===== src/rtl/mbx_pkg.sv =====
package mbx_pkg;
    localparam int NREG  = 16;
    localparam int DW    = 8;
    localparam int IW    = $clog2(NREG);
    localparam int NBANK = NREG / DW;
    localparam int NADDR = NREG + 1 + 3 * NBANK;
    localparam int AW    = $clog2(NADDR);

    localparam int OFF_CTRL = NREG;
    localparam int OFF_PEND = NREG + 1;
    localparam int OFF_EN   = OFF_PEND + NBANK;
    localparam int OFF_MSK  = OFF_EN + NBANK;

    localparam int CB_GEN  = 0;
    localparam int CB_TRIG = 1;
    localparam int CB_SWP  = 2;

    typedef enum logic [2:0] {
        SEL_DATA, SEL_CTRL, SEL_PEND, SEL_EN, SEL_MSK, SEL_NONE
    } sel_e;

    typedef struct packed {
        sel_e          sel;
        logic [IW-1:0] idx;
    } dec_t;

    typedef struct packed {
        logic          we;
        logic [AW-1:0] addr;
        logic [DW-1:0] wdata;
    } wr_t;

    typedef struct packed {
        logic            gen;
        logic            swp;
        logic [NREG-1:0] en;
        logic [NREG-1:0] msk;
        logic [NREG-1:0] pend;
    } side_t;

    function automatic dec_t decode(input logic [AW-1:0] a);
        dec_t d;
        int   ai;
        ai    = int'(a);
        d.sel = SEL_NONE;
        d.idx = '0;
        if (ai < NREG) begin
            d.sel = SEL_DATA;
            d.idx = IW'(ai);
        end else if (ai == OFF_CTRL) begin
            d.sel = SEL_CTRL;
        end else if (ai >= OFF_PEND && ai < OFF_EN) begin
            d.sel = SEL_PEND;
            d.idx = IW'(ai - OFF_PEND);
        end else if (ai >= OFF_EN && ai < OFF_MSK) begin
            d.sel = SEL_EN;
            d.idx = IW'(ai - OFF_EN);
        end else if (ai >= OFF_MSK && ai < OFF_MSK + NBANK) begin
            d.sel = SEL_MSK;
            d.idx = IW'(ai - OFF_MSK);
        end
        return d;
    endfunction
endpackage


===== src/rtl/mbx_data_file.sv =====
module mbx_data_file
    import mbx_pkg::*;
(
    input  logic               clk,
    input  logic               rst,
    input  wr_t                h_req,
    input  wr_t                c_req,
    output logic [NREG*DW-1:0] data_q,
    output logic [NREG-1:0]    h_hit,
    output logic [NREG-1:0]    c_hit
);
    dec_t h_dec, c_dec;

    always_comb begin
        h_dec = decode(h_req.addr);
        c_dec = decode(c_req.addr);
    end

    for (genvar i = 0; i < NREG; i++) begin : g_reg
        always_comb begin
            h_hit[i] = h_req.we && h_dec.sel == SEL_DATA && int'(h_dec.idx) == i;
            c_hit[i] = c_req.we && c_dec.sel == SEL_DATA && int'(c_dec.idx) == i;
        end

        // controller port has priority on a same-cycle collision
        always_ff @(posedge clk) begin
            if (rst)
                data_q[i*DW +: DW] <= '0;
            else if (c_hit[i])
                data_q[i*DW +: DW] <= c_req.wdata;
            else if (h_hit[i])
                data_q[i*DW +: DW] <= h_req.wdata;
        end
    end
endmodule


===== src/rtl/mbx_side_regs.sv =====
module mbx_side_regs
    import mbx_pkg::*;
(
    input  logic            clk,
    input  logic            rst,
    input  wr_t             own_req,
    input  logic [NREG-1:0] peer_hit,
    input  logic            peer_trig,
    output logic            trig_out,
    output side_t           st,
    output logic            irq
);
    dec_t            dec;
    logic            ctrl_wr;
    logic [NREG-1:0] clr_vec;
    logic [NREG-1:0] en_q, msk_q, pend_q;
    logic            gen_q, swp_q;

    always_comb begin
        dec      = decode(own_req.addr);
        ctrl_wr  = own_req.we && dec.sel == SEL_CTRL;
        trig_out = ctrl_wr && own_req.wdata[CB_TRIG];
    end

    for (genvar b = 0; b < NBANK; b++) begin : g_bank
        logic hit_en, hit_msk, hit_pend;
        always_comb begin
            hit_en   = own_req.we && dec.sel == SEL_EN   && int'(dec.idx) == b;
            hit_msk  = own_req.we && dec.sel == SEL_MSK  && int'(dec.idx) == b;
            hit_pend = own_req.we && dec.sel == SEL_PEND && int'(dec.idx) == b;
            clr_vec[b*DW +: DW] = hit_pend ? own_req.wdata : '0;
        end

        always_ff @(posedge clk) begin
            if (rst) begin
                en_q[b*DW +: DW]  <= '0;
                msk_q[b*DW +: DW] <= '0;
            end else begin
                if (hit_en)  en_q[b*DW +: DW]  <= own_req.wdata;
                if (hit_msk) msk_q[b*DW +: DW] <= own_req.wdata;
            end
        end
    end

    // new events take precedence over a simultaneous clear
    always_ff @(posedge clk) begin
        if (rst) begin
            pend_q <= '0;
            gen_q  <= 1'b0;
            swp_q  <= 1'b0;
        end else begin
            pend_q <= (pend_q & ~clr_vec) | (peer_hit & en_q);
            if (ctrl_wr) gen_q <= own_req.wdata[CB_GEN];
            swp_q  <= (swp_q & ~(ctrl_wr && own_req.wdata[CB_SWP])) | peer_trig;
        end
    end

    always_comb begin
        st.gen  = gen_q;
        st.swp  = swp_q;
        st.en   = en_q;
        st.msk  = msk_q;
        st.pend = pend_q;
        irq     = gen_q && ((|(pend_q & ~msk_q)) || swp_q);
    end
endmodule


===== src/rtl/mbx_read_port.sv =====
module mbx_read_port
    import mbx_pkg::*;
(
    input  logic               clk,
    input  logic               rst,
    input  logic [AW-1:0]      addr,
    input  logic [NREG*DW-1:0] data_q,
    input  side_t              st,
    output logic [DW-1:0]      rdata
);
    dec_t          dec;
    logic [DW-1:0] rd_nxt;

    always_comb begin
        dec    = decode(addr);
        rd_nxt = '0;
        unique case (dec.sel)
            SEL_DATA: rd_nxt = data_q[int'(dec.idx)*DW +: DW];
            SEL_CTRL: begin
                rd_nxt[CB_GEN] = st.gen;
                rd_nxt[CB_SWP] = st.swp;
            end
            SEL_PEND: rd_nxt = st.pend[int'(dec.idx)*DW +: DW];
            SEL_EN:   rd_nxt = st.en[int'(dec.idx)*DW +: DW];
            SEL_MSK:  rd_nxt = st.msk[int'(dec.idx)*DW +: DW];
            default:  rd_nxt = '0;
        endcase
    end

    always_ff @(posedge clk) begin
        if (rst) rdata <= '0;
        else     rdata <= rd_nxt;
    end
endmodule


===== src/rtl/xside_mailbox.sv =====
module xside_mailbox
    import mbx_pkg::*;
(
    input  logic          clk,
    input  logic          rst,
    input  logic          h_we,
    input  logic [AW-1:0] h_addr,
    input  logic [DW-1:0] h_wdata,
    output logic [DW-1:0] h_rdata,
    output logic          h_irq,
    input  logic          c_we,
    input  logic [AW-1:0] c_addr,
    input  logic [DW-1:0] c_wdata,
    output logic [DW-1:0] c_rdata,
    output logic          c_irq
);
    wr_t                h_req, c_req;
    logic [NREG*DW-1:0] data_q;
    logic [NREG-1:0]    h_hit, c_hit;
    logic               h_trig, c_trig;
    side_t              h_st, c_st;
    logic               h_gen, h_swp;
    logic [NREG-1:0]    c_en, c_pend;

    always_comb begin
        h_req  = '{we: h_we, addr: h_addr, wdata: h_wdata};
        c_req  = '{we: c_we, addr: c_addr, wdata: c_wdata};
        h_gen  = h_st.gen;
        h_swp  = h_st.swp;
        c_en   = c_st.en;
        c_pend = c_st.pend;
    end

    mbx_data_file u_data (
        .clk(clk), .rst(rst), .h_req(h_req), .c_req(c_req),
        .data_q(data_q), .h_hit(h_hit), .c_hit(c_hit)
    );

    // host side is raised by controller writes, and vice versa
    mbx_side_regs u_hside (
        .clk(clk), .rst(rst), .own_req(h_req), .peer_hit(c_hit),
        .peer_trig(c_trig), .trig_out(h_trig), .st(h_st), .irq(h_irq)
    );

    mbx_side_regs u_cside (
        .clk(clk), .rst(rst), .own_req(c_req), .peer_hit(h_hit),
        .peer_trig(h_trig), .trig_out(c_trig), .st(c_st), .irq(c_irq)
    );

    mbx_read_port u_hrd (
        .clk(clk), .rst(rst), .addr(h_addr), .data_q(data_q),
        .st(h_st), .rdata(h_rdata)
    );

    mbx_read_port u_crd (
        .clk(clk), .rst(rst), .addr(c_addr), .data_q(data_q),
        .st(c_st), .rdata(c_rdata)
    );
endmodule


===== config.mk =====
export PLATFORM = sky130hd
export DESIGN_NAME = xside_mailbox
export DESIGN_NICKNAME = d
export VERILOG_FILES = /design/src/rtl/mbx_pkg.sv /design/src/rtl/mbx_data_file.sv /design/src/rtl/mbx_side_regs.sv /design/src/rtl/mbx_read_port.sv /design/src/rtl/xside_mailbox.sv
export SDC_FILE = /design/constraint.sdc
export NUM_CORES = 1
export LEC_CHECK = 0
export ABC_AREA = 1
export CAP_MARGIN = 30
export CORE_MARGIN = 2
export CORE_UTILIZATION = 29
export DETAILED_ROUTE_END_ITERATION = 12
export DONT_BUFFER_PORTS = 1
export PLACE_DENSITY = 0.46
export REMOVE_ABC_BUFFERS = 1
export SYNTH_ARGS = -nofsm -noshare
export SYNTH_HDL_FRONTEND = slang
export SYNTH_SLANG_ARGS = --single-unit

===== constraint.sdc =====
create_clock -name clk -period 2.6 [get_ports clk]
set_input_delay 0.52 -clock clk [delete_from_list [all_inputs] [get_ports clk]]
set_output_delay 0.52 -clock clk [all_outputs]
set_load 0.02 [all_outputs]

==> results.json <==
{
  "power_density_nw_per_um2": 566,
  "layout.nets": 2584,
  "cp-startpoint": "u_hside.st[30]$_SDFFE_PP0P_",
  "drt_iter0_drc": 1729,
  "rrSetupSlack_ns": 0.99,
  "slew_headroom_pct": 38.7,
  "clock.fmax_ghz": 0.411,
  "synth_top_family_by_area": "simple AND/OR/NAND/NOR gates",
  "wl_per_cell_um": 21.8,
  "r2r-start": "u_data.data_q[91]$_SDFFE_PP0P_",
  "synth_fa_ha_area_share_pct": 0.589,
  "synth.area.top_cells": "dfxtp_1, nand2_1, o21ai_0",
  "ctsResizeCount": 2,
  "cts_setup_buffers": 0,
  "skew_ns": 0.0209,
  "critPathArrivalTime_ns": 1.91,
  "r2r_cells": 10,
  "seq_area_sq_um": 4880,
  "cap_violations": 0,
  "synth_edf_count": 0,
  "leakage_nw": 7.87,
  "rsz0062_at_grt": "no",
  "drc_errors": 0,
  "coreArea_sq_um": 50400,
  "r2r_end": "u_hrd.rdata[3]$_SDFF_PP0_",
  "cts-htree-levels": 1,
  "grt_pass1_vias": 15517,
  "place_area_sq_um": 17300,
  "grt_antenna_before_repair": 2,
  "multi_input_area_sq_um": 8540,
  "dr.pass1.iters": 6,
  "yosysWarnings": 0,
  "cts_tree": "built",
  "synth_top_area_share_pct": 32.9,
  "fillers": 5509,
  "cp-end-kind": "primary output",
  "hold_class": "in -> reg",
  "total_power_w": 0.0104,
  "clock_sinks": 244,
  "synth.area.mux_share_pct": 0,
  "num_rows": 82,
  "yosys.area_share.simple_pct": 33.3,
  "layout_min_cycle_time_ns": 2.43,
  "root_buffer": "clkbuf_16",
  "synth_area_per_cell_sq_um": 6.19,
  "crit_fanout": 3,
  "synthCells": 2402,
  "worstSkewPairLatency_ns": 0.60,
  "synth-compound-area-share_pct": 23.3,
  "port_buffers": 0,
  "drv_slew": 0,
  "cp.required_ns": 2.08,
  "cp-endpoint": "h_irq",
  "ys_seq_elements": 244,
  "routed_via_density": 5.16,
  "die_w_um": 230,
  "critPathKind": "reg -> out",
  "clkSlewWorstSetupHoldPaths_ns": 0.06,
  "synthArstFlopShare_pct": 0,
  "vias": 16744,
  "post-dp-hpwl_um": 50800,
  "finalCritPeriodShare_pct": 93.5,
  "finalHoldViolations": 0,
  "yosysMostFrequentCell": "nand2_1",
  "seq_area_frac_synth_pct": 32.9,
  "io-pin-count": 48,
  "cts_hold_buf": 0,
  "ys_top_cells_by_count": "nand2_1, o21ai_0, dfxtp_1",
  "synth_area_sq_um": 14900,
  "place.gp.congestion": 0.920,
  "die_area_sq_um": 53100,
  "synth-main-ff-cell": "dfxtp_1",
  "finalSetupViolations": 0,
  "ir_drop_mv": 0.570,
  "start_kind": "flop",
  "grt_pass1_wl_um": 103000,
  "drive_gt1_share_pct": 16.6,
  "post-route-cell-area_sq_um": 18300,
  "synthDistinctLibCells": 50,
  "grt_max_degree": 130,
  "postRouteWirelength_um": 70600,
  "synth_xor_area_share_pct": 0.118,
  "synth_top_cell_by_area": "dfxtp_1",
  "fp.dieH_um": 230,
  "ant_nets": 0,
  "cts_buffers": 31,
  "worst_pin_slew_ns": 0.918,
  "grt.overflow.total": 0,
  "start_util_pct": 29.5,
  "grt.total_usage_pct": 26.0,
  "ctsLongestPathBuffers": 3,
  "run_status": "finished clean",
  "area_growth_pct": 23.1
}
-- how the worst min path moves through the flow --
| stage | slack (ns) | from | cells past startpoint | endpoint |
|---|---|---|---|---|
| floorplan | 0.43 | u_data.data_q[40]$_SDFFE_PP0P_ | 2 | u_data.data_q[40]$_SDFFE_PP0P_ |
| global placement | 0.45 | u_data.data_q[75]$_SDFFE_PP0P_ | 2 | u_data.data_q[75]$_SDFFE_PP0P_ |
| detailed placement | 0.45 | u_cside.st[32]$_SDFFE_PP0P_ | 2 | u_cside.pend_q[0]$_SDFF_PP0_ |
| CTS | 0.004 | rst | 1 | u_data.data_q[106]$_SDFFE_PP0P_ |
| global route | 0.0001 | rst | 1 | u_data.data_q[47]$_SDFFE_PP0P_ |
| finish | 0.02 | rst | 1 | u_data.data_q[98]$_SDFFE_PP0P_ |
-- cell usage in the layout, fill, tap and decap left out, types with 5 or more instances in the layout --
master and n:
nand2_1 751, nand2_4 7, o211ai_1 15, inv_2 37, buf_4 214, a31oi_1 42
clkinvlp_4 5, nand3b_1 15, nor2_2 17, a211oi_1 5, o21ai_0 268, o22ai_1 6
dfxtp_1 244, nor3_1 6, clkinv_2 8, nand3_1 105, clkinv_1 5, clkbuf_16 31
nand3_2 11, nand2_2 23, inv_1 184, clkbuf_1 5, buf_12 27, o21ai_1 58
a21oi_1 224, ha_1 7, nor2_4 14, nor2_1 188
-- area by class of cell --
class                      instances  area share (%)
clock inverter                    17           0.984
antenna                            2          0.0273
multi-input combinational       1800            46.6
timing repair buffer             241            11.7
clock buffer                      40            4.64
sequential                       244            26.7
tap                              672            4.59
inverter                         229            4.73
-- critical path, cell delays in order, from the launching register on --
cell       delay, ns
dfxtp_1         0.31
inv_1           0.07
nand2_1         0.06
o2111ai_1       0.20
a2111oi_2       0.26
nand3_1         0.10
o21ai_1         0.18
inv_1           0.14
-- where the power goes --
part           total, W  switching (W)  internal [W]
registers       0.00392      0.0000878       0.00383
clock network   0.00448        0.00188       0.00260
logic           0.00197        0.00129      0.000685
total            0.0104        0.00325       0.00711
-- registers in the layout (all words and copies together) (netlist names), 8 cells and up --
name and count:
u_hrd.rdata 8, u_cside.pend_q 16, u_cside.st 32, u_data.data_q 128, u_hside.st 32, u_hside.pend_q 16, u_crd.rdata 8
-- kinds of logic after synthesis --
group / after synthesis
AND/OR/NAND/NOR: 1149
AO/OA/AOI/OAI: 642
buffers and inverters: 358
flip-flops: 244
adder cells (fa/ha/maj): 7
XOR/XNOR: 2
-- metrics by stage --
step / setup WS, ns / TNS, ns / instances / hold slack (ns) / utilization (%)
after floorplan: -0.620 / -78.66 / 2273 / 0.433 / -
after global placement: -0.372 / -7.64 / 3186 / 0.449 / 34.3
after detailed placement: -0.376 / -12.43 / 3186 / 0.452 / 34.3
after CTS: 0.00486 / 0 / 3243 / 0.00354 / 36.3
after global routing: 0.0390 / 0 / 3243 / 0.000117 / 36.3
final: 0.170 / 0 / 3245 / 0.0156 / 36.3
-- routing by layer --
metal  vias up  track usage [%]  share of wire, %
met2       625             42.9                46
met1      7910             35.8                45
li1       8104                -                 -
met4         0             7.84               2.9
met5         -                0                 0
met3       105             2.67               6.7
(Power assumes the default switching activity.)
